## src/rtl/icc_pkg.sv

```systemverilog
package icc_pkg;

   typedef enum logic [2:0] {
      MD_TCINT   = 3'd0,
      MD_ONESHOT = 3'd1,
      MD_RATE    = 3'd2,
      MD_SQUARE  = 3'd3,
      MD_SWSTB   = 3'd4,
      MD_HWSTB   = 3'd5
   } mode_e;

   // codes with bit 1 set alias to rate / square regardless of bit 2
   function automatic mode_e decode_mode(input logic [2:0] code);
      if (code[1]) return code[0] ? MD_SQUARE : MD_RATE;
      return mode_e'(code);
   endfunction

   function automatic logic edge_started(input mode_e m);
      return (m == MD_ONESHOT) || (m == MD_HWSTB);
   endfunction

endpackage

```

## src/rtl/icc_step.sv

```systemverilog
module icc_step #(
   parameter int CNT_W  = 16,
   parameter bit BCD_EN = 1'b1
) (
   input  logic [CNT_W-1:0] val_i,
   input  logic             bcd_i,
   input  logic             by2_i,
   output logic [CNT_W-1:0] val_o
);
   localparam int DIGITS = CNT_W / 4;

   logic [CNT_W-1:0] bin_res;
   assign bin_res = val_i - (by2_i ? CNT_W'(2) : CNT_W'(1));

   generate
      if (BCD_EN) begin : g_dec
         logic [1:0]       take [DIGITS];
         logic [CNT_W-1:0] dec_res;
         assign take[0] = by2_i ? 2'd2 : 2'd1;
         for (genvar d = 0; d < DIGITS; d++) begin : g_dig
            logic [4:0] diff;
            assign diff = {1'b0, val_i[4*d +: 4]} - {3'd0, take[d]};
            assign dec_res[4*d +: 4] = diff[4] ? 4'(diff + 5'd10) : diff[3:0];
            if (d < DIGITS - 1) begin : g_brw
               assign take[d+1] = {1'b0, diff[4]};
            end
         end
         assign val_o = bcd_i ? dec_res : bin_res;
      end else begin : g_bin
         logic g_unused;
         assign g_unused = bcd_i;
         assign val_o    = bin_res;
      end
   endgenerate
endmodule

```

## src/rtl/icc_trig.sv

```systemverilog
module icc_trig (
   input  logic clk,
   input  logic rst_n,
   input  logic gate_i,
   input  logic clear_i,
   input  logic consume_i,
   output logic trig_o
);
   logic gate_q;
   logic held_q;

   always_ff @(posedge clk) begin
      if (!rst_n) begin
         gate_q <= 1'b0;
         held_q <= 1'b0;
      end else begin
         gate_q <= gate_i;
         if (clear_i) held_q <= 1'b0;
         else         held_q <= (held_q & ~consume_i) | (gate_i & ~gate_q);
      end
   end

   assign trig_o = held_q;
endmodule

```

## src/rtl/icc_channel.sv

```systemverilog
module icc_channel #(
   parameter int CNT_W  = 16,
   parameter bit BCD_EN = 1'b1
) (
   input  logic             clk,
   input  logic             rst_n,
   input  logic             cnt_en,
   input  logic             gate,
   input  logic             wr_ctrl,
   input  logic [2:0]       ctrl_mode,
   input  logic             ctrl_bcd,
   input  logic             wr_start,
   input  logic [CNT_W-1:0] start_val,
   output logic [CNT_W-1:0] count_o,
   output logic             out_o,
   output logic             start_pending_o
);
   import icc_pkg::*;

   generate
      if ((CNT_W % 4) != 0 || CNT_W < 8) begin : g_bad_width
         $error("icc_channel: CNT_W must be a multiple of 4 and at least 8");
      end
   endgenerate

   localparam logic [CNT_W-1:0] ONE = CNT_W'(1);
   localparam logic [CNT_W-1:0] TWO = CNT_W'(2);

   mode_e            mode_q;
   logic             bcd_q;
   logic [CNT_W-1:0] start_q;
   logic [CNT_W-1:0] cnt_q;
   logic             out_q, pend_q, arm_q, run_q;

   logic             trig, by_edge, load_now, step_on, by2, half_end;
   logic             is0, is1, is2, quiet;
   logic [CNT_W-1:0] cnt_dec, load_val;

   assign by_edge  = edge_started(mode_q);
   assign by2      = (mode_q == MD_SQUARE);
   assign quiet    = cnt_en && !wr_ctrl && !wr_start;
   assign load_now = quiet && (by_edge ? (trig && arm_q) : pend_q);
   assign step_on  = quiet && !load_now && run_q && (by_edge || gate);
   assign load_val = by2 ? {start_q[CNT_W-1:1], 1'b0} : start_q;
   assign is0      = (cnt_q == '0);
   assign is1      = (cnt_q == ONE);
   assign is2      = (cnt_q == TWO);
   // an odd start stretches the high half by one tick: it runs down to 0
   assign half_end = (out_q && start_q[0]) ? is0 : is2;

   icc_trig u_trig (
      .clk       (clk),
      .rst_n     (rst_n),
      .gate_i    (gate),
      .clear_i   (wr_ctrl | wr_start),
      .consume_i (load_now & by_edge),
      .trig_o    (trig)
   );

   icc_step #(.CNT_W(CNT_W), .BCD_EN(BCD_EN)) u_step (
      .val_i (cnt_q),
      .bcd_i (bcd_q),
      .by2_i (by2),
      .val_o (cnt_dec)
   );

   always_ff @(posedge clk) begin
      if (!rst_n) begin
         mode_q  <= MD_TCINT;
         bcd_q   <= 1'b0;
         start_q <= '0;
         cnt_q   <= '0;
         out_q   <= 1'b1;
         pend_q  <= 1'b0;
         arm_q   <= 1'b0;
         run_q   <= 1'b0;
      end else if (wr_ctrl) begin
         mode_q <= decode_mode(ctrl_mode);
         bcd_q  <= ctrl_bcd;
         out_q  <= (ctrl_mode != 3'b000);
         pend_q <= 1'b0;
         arm_q  <= 1'b0;
         run_q  <= 1'b0;
      end else if (wr_start) begin
         start_q <= start_val;
         pend_q  <= 1'b1;
         arm_q   <= 1'b1;
         if (mode_q == MD_TCINT) out_q <= 1'b0;
      end else if (load_now) begin
         cnt_q  <= load_val;
         pend_q <= 1'b0;
         run_q  <= 1'b1;
         unique case (mode_q)
            MD_ONESHOT:         out_q <= 1'b0;
            MD_RATE, MD_SQUARE: out_q <= 1'b1;
            default:            out_q <= out_q;
         endcase
      end else if (step_on) begin
         unique case (mode_q)
            MD_TCINT, MD_ONESHOT: begin
               cnt_q <= cnt_dec;
               if (is1) out_q <= 1'b1;
            end
            MD_RATE: begin
               if (is1) begin
                  cnt_q <= start_q;
                  out_q <= 1'b1;
               end else begin
                  cnt_q <= cnt_dec;
                  out_q <= !is2;
               end
            end
            MD_SQUARE: begin
               if (half_end) begin
                  cnt_q <= load_val;
                  out_q <= !out_q;
               end else begin
                  cnt_q <= cnt_dec;
               end
            end
            default: begin
               cnt_q <= cnt_dec;
               out_q <= !is1;
            end
         endcase
      end
   end

   assign count_o         = cnt_q;
   assign out_o           = out_q;
   assign start_pending_o = pend_q;
endmodule

```

## config.mk

```make
export PLATFORM = sky130hd
export DESIGN_NAME = icc_channel
export DESIGN_NICKNAME = d
export VERILOG_FILES = /design/src/rtl/icc_pkg.sv /design/src/rtl/icc_step.sv /design/src/rtl/icc_trig.sv /design/src/rtl/icc_channel.sv
export SDC_FILE = /design/constraint.sdc
export NUM_CORES = 1
export LEC_CHECK = 0
export BUFFER_PORTS_ARGS = -buffer_cell sky130_fd_sc_hd__buf_2
export CAP_MARGIN = 20
export CORE_MARGIN = 8
export CORE_UTILIZATION = 40
export CTS_CLUSTER_DIAMETER = 50
export DETAILED_ROUTE_END_ITERATION = 12
export PLACE_DENSITY = 0.61
export SETUP_SLACK_MARGIN = 0.5
export SYNTH_ARGS = -nofsm -noshare
export SYNTH_HDL_FRONTEND = slang
export SYNTH_SLANG_ARGS = --single-unit
```

## constraint.sdc

```tcl
create_clock -name clk -period 4.31 [get_ports clk]
set_input_delay 0.431 -clock clk [delete_from_list [all_inputs] [get_ports clk]]
set_output_delay 0.431 -clock clk [all_outputs]
set_load 0.05 [all_outputs]
```

==> results of run 1 <==
kinds of logic after synthesis:
kind of cell    after synthesis
buf+inv                      39
xor+xnor                     13
fa+ha+maj                    12
flops                        42
mux                           6
compound gates               96
simple gates                156
tightest hold or removal path, stage by stage:
cell and delay [ns]:
buf_2 0.09, nand2_1 0.04, a21oi_1 0.05
cell type report:
type                            instances  area (µm²)
Sequential cell                        42         851
Timing Repair Buffer                   56         313
Tap cell                               80         100
Clock buffer                            5        68.8
Multi-Input combinational cell        283        1810
Inverter                               17        63.8
Fill cell                             683        3430
Clock inverter                          3        45.0
per-layer routing:
layer | track usage [%] | share of wire (%) | up-vias | wire length [µm]
li1 | - | - | 1384 | -
met1 | 22.4 | 50 | 1296 | 3890
met2 | 23.4 | 44 | 91 | 3410
met3 | 2.63 | 4.7 | 4 | 365
met4 | 4.37 | 0.85 | 0 | 66
met5 | 0 | 0 | - | 0
worst max-delay path by stage:
stage / cells past startpoint / startpoint / slack [ns] / to
6_report: 18 / mode_q[2] / 0.71 / count_o[15]
3_5_place_dp: 18 / mode_q[2] / 0.19 / count_o[15]
5_1_grt: 18 / mode_q[2] / 0.49 / count_o[15]
3_3_place_gp: 18 / mode_q[2] / 0.35 / count_o[15]
2_1_floorplan: 19 / mode_q[0] / 0.50 / count_o[15]
4_1_cts: 18 / mode_q[2] / 0.51 / count_o[15]
Yosys cell counts (4+ instances only):
library cell   n  share of area (%)
nand2_1       59                8.2
dfxtp_1       42                 31
a21oi_1       32                5.9
nor2_1        28                3.9
clkbuf_1      19                2.6
o21ai_0       19                3.5
inv_1         17                2.4
nor3_1        13                2.4
ha_1          11                5.1
nand2b_1       9                2.1
nand3_1        9                1.7
nor2b_1        9                2.1
xnor2_1        8                2.6
a31oi_1        7                1.6
nand4_1        6                1.4
nor4_1         5                1.2
o311ai_0       5                1.6
xor2_1         5                1.6
mux2i_1        4                1.5
o211ai_1       4                1.1
o31ai_1        4                1.1
or4_1          4                1.1
placed cells by master, fill, tap and decap left out, drive strengths merged, types with 9 or more instances in the layout:
master / Yosys / routed
nor2b: 9 / 9
nor2: 28 / 28
ha: 11 / 11
o21ai: 19 / 19
nand3: 9 / 9
a21oi: 32 / 32
nor3: 13 / 13
nand2: 59 / 59
inv: 17 / 17
buf: 3 / 56
dfxtp: 42 / 42
nand2b: 9 / 9
report_power, final:
group	switching (mW)	internal, mW
clock network	0.149	0.172
registers	0.0183	0.401
logic	0.125	0.108
total	0.292	0.681
stage by stage:
step | cells | total power, mW | area (µm²) | setup WS, ns
final | 486 | 0.973 | 3250 | 0.715
after global routing | 486 | 1.03 | 3250 | 0.488
after detailed placement | 466 | 0.632 | 2980 | 0.187
after floorplan | 364 | 0.582 | 2740 | 0.503
after global placement | 466 | 0.631 | 2980 | 0.351
after CTS | 477 | 0.960 | 3140 | 0.510
flip-flops by register name, indices dropped and copies added, names as in the netlist:
signal           flops
count_o             16
start_q             16
mode_q               3
arm_q                1
bcd_q                1
out_o                1
run_q                1
start_pending_o      1
u_trig.gate_q        1
u_trig.trig_o        1
what timing repair did:
action | CTS | global route
setup buffers | 3 | 8
setup endpoints to repair | 5 | 5
gates resized for setup | 7 | 12
pin swaps | 2 | 7
==> flow_summary_export.csv, run 1 <==
group,metric,value,unit
worst_setup_path,crit_family,"adder cells",
timing,fin_crit,3.60,ns
worst_setup_path,crit_path_end_kind,"flip-flop",
worst_setup_path,rrSetupSlack,0.71,ns
floorplanning,die_h,98.4,µm
worst_setup_path,slowest_stage,"fa_2",
worst_setup_path,reg2reg_to,"count_o[15]",
worst_setup_path,cpMostUsedCell,"ha_4",
worst_setup_path,critical-path-max-stage-delay,0.40,ns
power_and_ir_drop,p_leak,1.30,nW
placement,numPortBuffers,43,
worst_setup_path,cp_cell_sequence,"nand3b_1 -> ha_2 -> inv_1 -> fa_2 -> nor3_4 -> ha_2 -> ha_4 -> and2_4 -> ha_4 -> ha_4 -> nor3b_4 -> ha_2 -> ha_4 -> a22o_1 -> a31oi_1 -> mux2i_1 -> nand3_1 -> a21oi_1",
timing,maxSlewHeadroom,33.9,%
timing,drv_slew,0,
floorplanning,core_area,6680,µm²
min_path,hold_start,"start_val[13]",
min_path,hp-class,"in -> reg",
synth,synth-seq-area-share,31.0,%
timing,hold_viol_final,0,
finish,final_util,48.7,%
synth,syn_area,2710,µm²
route,via_per_inst,5.71,
route,final_antenna_net_count,0,
placement,hpwl,5.51,mm
synth,ys.flop_type,"dfxtp_1",
cts,ctsLongestPathBuffers,2,
floorplanning,die_w,98.4,µm
finish,drive_gt1_share,21.7,%
global_route,globalRouteOverflowTotal,0,
synth,synth_cell_types,52,
route,num_vias,2775,
cts,path_clk_slew,0.09,ns
synth,synth-seq-cells,42,
power_and_ir_drop,power-per-cell-area,299,nW/µm²
route,wire_per_inst,15.9,µm
job,max_cap_viol_count,0,
timing,worstMarginPinSlew,0.991,ns
worst_setup_path,crit_required,4.50,ns
synth,synthCells,364,
timing,finalSetupTns,0,ns
worst_setup_path,rr_worst_depth,18,
timing,fmax,278,MHz
synth,synth_compound_area_share,23.2,%
timing,fin_skew,0.00504,ns
global_route,grt_pass1_vias,2507,
global_route,antenna_found_initial,0,
cts,root_buffer,"clkbuf_8",
timing,rsz0062_at_grt,"no",
timing,setup_viol,0,
synth,yosys.area_share.simple,28.0,%
cts,cts_buffers,5,
synth,synth-xor-area-share,4.20,%
route,initialDrtViolationCount,170,
worst_setup_path,crit_arrival,3.79,ns
floorplanning,die_area,9680,µm²
global_route,grtUsageTotal,15.7,%
floorplanning,start_util,40.6,%
synth,yosys_warnings,0,
placement,place_congestion,0.911,
synth,async_flop_share,0,%
timing,hold_slack,0.361,ns
floorplanning,io-pin-count,44,
route,drc,0,
worst_setup_path,cp-start-kind,"flip-flop",
timing,finalCritPeriodShare,83.4,%
finish,syn_to_final_growth,19.9,%
synth,avgSynthCellArea,7.46,µm²
cts,cts.sinks,42,
worst_setup_path,path_buf_inv,1,
status,status,"completed",
global_route,grt_pass1_wl,12.7,mm
finish,diodes,0,
floorplanning,fp-row-count,30,
power_and_ir_drop,ir_drop,0.193,mV
route,routed_wl,7.73,mm
worst_setup_path,crit_type,"reg -> reg",
synth,syn-num-nets,402,
cts,holdBufCountCts,0,
global_route,grt_max_degree,30,
synth,synthAdderAreaFrac,5.81,%
route,dr.pass1.iters,5,
finish,finalNetCount,443,
synth,synth_top_family_by_area,"simple AND/OR/NAND/NOR gates",
worst_setup_path,r2r-start,"mode_q[2]",
worst_setup_path,cp_max_fo,5,
min_path,worstHoldEndpoint,"start_q[13]",
cts,cts_tree,"yes",
synth,muxShareOfSynthArea,2.31,%
cts,insertion_delay,0.30,ns
cts,cts_max_level,2,
synth,synth-edff-count,0,
min_path,whs_path_depth,3,
(Power assumes the default switching activity.)
==> inputs of run 2 (changes only) <==
- clock period: 4.31 -> 3 ns (I/O delays scaled with it)
==> flow_summary_export.csv, run 2 (synthesized netlist as in run 1, its figures left out) <==
group,metric,value,unit
worst_setup_path,crit_path_end_kind,"flip-flop",
timing,rsz0062_at_grt,"yes",
timing,drv_slew,0,
status,violations,"setup timing",
global_route,grt_pass1_wl,13.8,mm
min_path,worstHoldEndpoint,"start_q[5]",
cts,root_buffer,"clkbuf_8",
placement,hpwl,5.96,mm
worst_setup_path,rrSetupSlack,-0.28,ns
finish,finalNetCount,469,
placement,place_congestion,0.932,
floorplanning,io-pin-count,44,
route,final_antenna_net_count,0,
finish,final_cell_mix,"nand2_1 (56), buf_2 (43), buf_4 (32)",
cts,cts_tree,"yes",
finish,syn_to_final_growth,34.2,%
min_path,whs_path_depth,3,
power_and_ir_drop,finalPower,1.51,mW
timing,finalCritPeriodShare,109,%
placement,pre_cts_ws,-0.422,ns
timing,finalSetupTns,-0.988,ns
global_route,antenna_found_initial,0,
timing,fin_ws,-0.284,ns
status,status,"complete, but fails checks",
timing,fmax,305,MHz
global_route,grtUsageTotal,17.2,%
floorplanning,die_area,9680,µm²
floorplanning,fp-row-count,30,
min_path,hp-class,"in -> reg",
worst_setup_path,crit_type,"reg -> reg",
route,num_vias,2891,
floorplanning,die_h,98.4,µm
worst_setup_path,slowest_stage,"fa_2",
route,initialDrtViolationCount,259,
placement,numPortBuffers,43,
finish,drive_gt1_share,33.1,%
global_route,grt_pass1_vias,2761,
job,max_cap_viol_count,0,
timing,setup_viol,5,
finish,final_area,3640,µm²
min_path,hold_start,"start_val[5]",
worst_setup_path,critical-path-max-stage-delay,0.36,ns
finish,final_util,54.5,%
worst_setup_path,rr_worst_depth,18,
power_and_ir_drop,ir_drop,0.247,mV
route,via_per_inst,5.65,
cts,cts_buffers,5,
timing,worstMarginPinSlew,0.835,ns
floorplanning,core_area,6680,µm²
worst_setup_path,crit_required,3.19,ns
finish,diodes,0,
worst_setup_path,crit_arrival,3.47,ns
route,drc,0,
floorplanning,die_w,98.4,µm
worst_setup_path,cpMostUsedCell,"ha_4",
route,wire_per_inst,16.2,µm
timing,fin_skew,0.00727,ns
floorplanning,start_util,40.6,%
timing,fin_crit,3.28,ns
global_route,grt_max_degree,25,
route,dr.pass1.iters,5,
route,routed_wl,8.27,mm
worst_setup_path,reg2reg_to,"count_o[15]",
placement,dpl_cell_area,3250,µm²
cts,cts.sinks,42,
global_route,globalRouteOverflowTotal,0,
cts,insertion_delay,0.30,ns
cts,cts_max_level,2,
cts,path_clk_slew,0.09,ns
worst_setup_path,cp_max_fo,5,
finish,mostFrequentLayoutCell,"nand2_1",
timing,hold_viol_final,0,
worst_setup_path,r2r-start,"mode_q[2]",
power_and_ir_drop,power-per-cell-area,414,nW/µm²
worst_setup_path,cp_cell_sequence,"nand3b_1 -> ha_2 -> inv_2 -> fa_2 -> nor3_4 -> ha_2 -> ha_4 -> and2_4 -> ha_4 -> ha_4 -> nor3b_4 -> ha_4 -> ha_4 -> a22o_1 -> a31oi_1 -> mux2i_1 -> nand3_1 -> a21oi_1",
worst_setup_path,cp-start-kind,"flip-flop",
timing,maxSlewHeadroom,44.3,%
cts,ctsLongestPathBuffers,2,
power_and_ir_drop,p_leak,1.49,nW
## run 2: cell types whose count changed in the layout (fill, tap and decap cells not counted), moves of 3 or more
cell / delta
buf_4: +19
buf_6: +6
dfxtp_1: -9
dfxtp_2: +7
nand2_1: -3
o21ai_0: -4
o311ai_0: -4
o311ai_1: +3
or4_1: -3
or4_4: +3
## run 2: per-stage QoR
stage               hold WS (ns)  cells
floorplan                  0.416    364
global placement           0.445    489
CTS                        0.220    512
detailed placement         0.450    489
finish                     0.229    512
global route               0.225    512
## run 2: layout make-up
class	count	area, µm²
inverter	17	63.8
clock inverter	2	38.8
tap	80	100
multi-input combinational	284	1950
sequential	42	867
fill	656	3040
clock buffer	6	93.8
timing repair buffer	81	523
## run 2: power breakdown
group          switching (mW)  internal (mW)
logic                   0.208          0.196
clock network           0.210          0.300
registers              0.0180          0.574
## run 2: worst max-delay path: cells and delay by family, from the launching register on
kind,cells,cell delay (ns)
compound gates,3,0.39
buf+inv,1,0.04
flops,1,0.33
simple gates,5,0.76
mux,1,0.08
fa+ha+maj,8,1.59
## run 2: repair_timing
item                                    4_1_cts  5_1_grt
buffers inserted                             14        0
endpoints found under the setup margin       14       14
resized for setup                            20       15
cloned                                        1        0
pin swaps                                    20       13
hold buffers                                  0        0
## run 2: worst max path at each step
stage	from	endpoint	slack (ns)	cells after the start
3_5_place_dp	mode_q[2]	count_o[15]	-0.42	18
3_3_place_gp	mode_q[2]	count_o[15]	-0.38	18
2_1_floorplan	mode_q[0]	count_o[15]	-0.62	19
4_1_cts	mode_q[2]	count_o[15]	-0.30	18
5_1_grt	mode_q[2]	count_o[15]	-0.48	17
6_report	mode_q[2]	count_o[15]	-0.28	18
## run 2: metal layers
metal / vias up / wire length, µm / global-route usage, %
met5: - / 0 / 0
met4: 0 / 69 / 4.72
met3: 8 / 469 / 3.56
met2: 91 / 3610 / 26.0
met1: 1357 / 4120 / 24.0
li1: 1435 / - / -
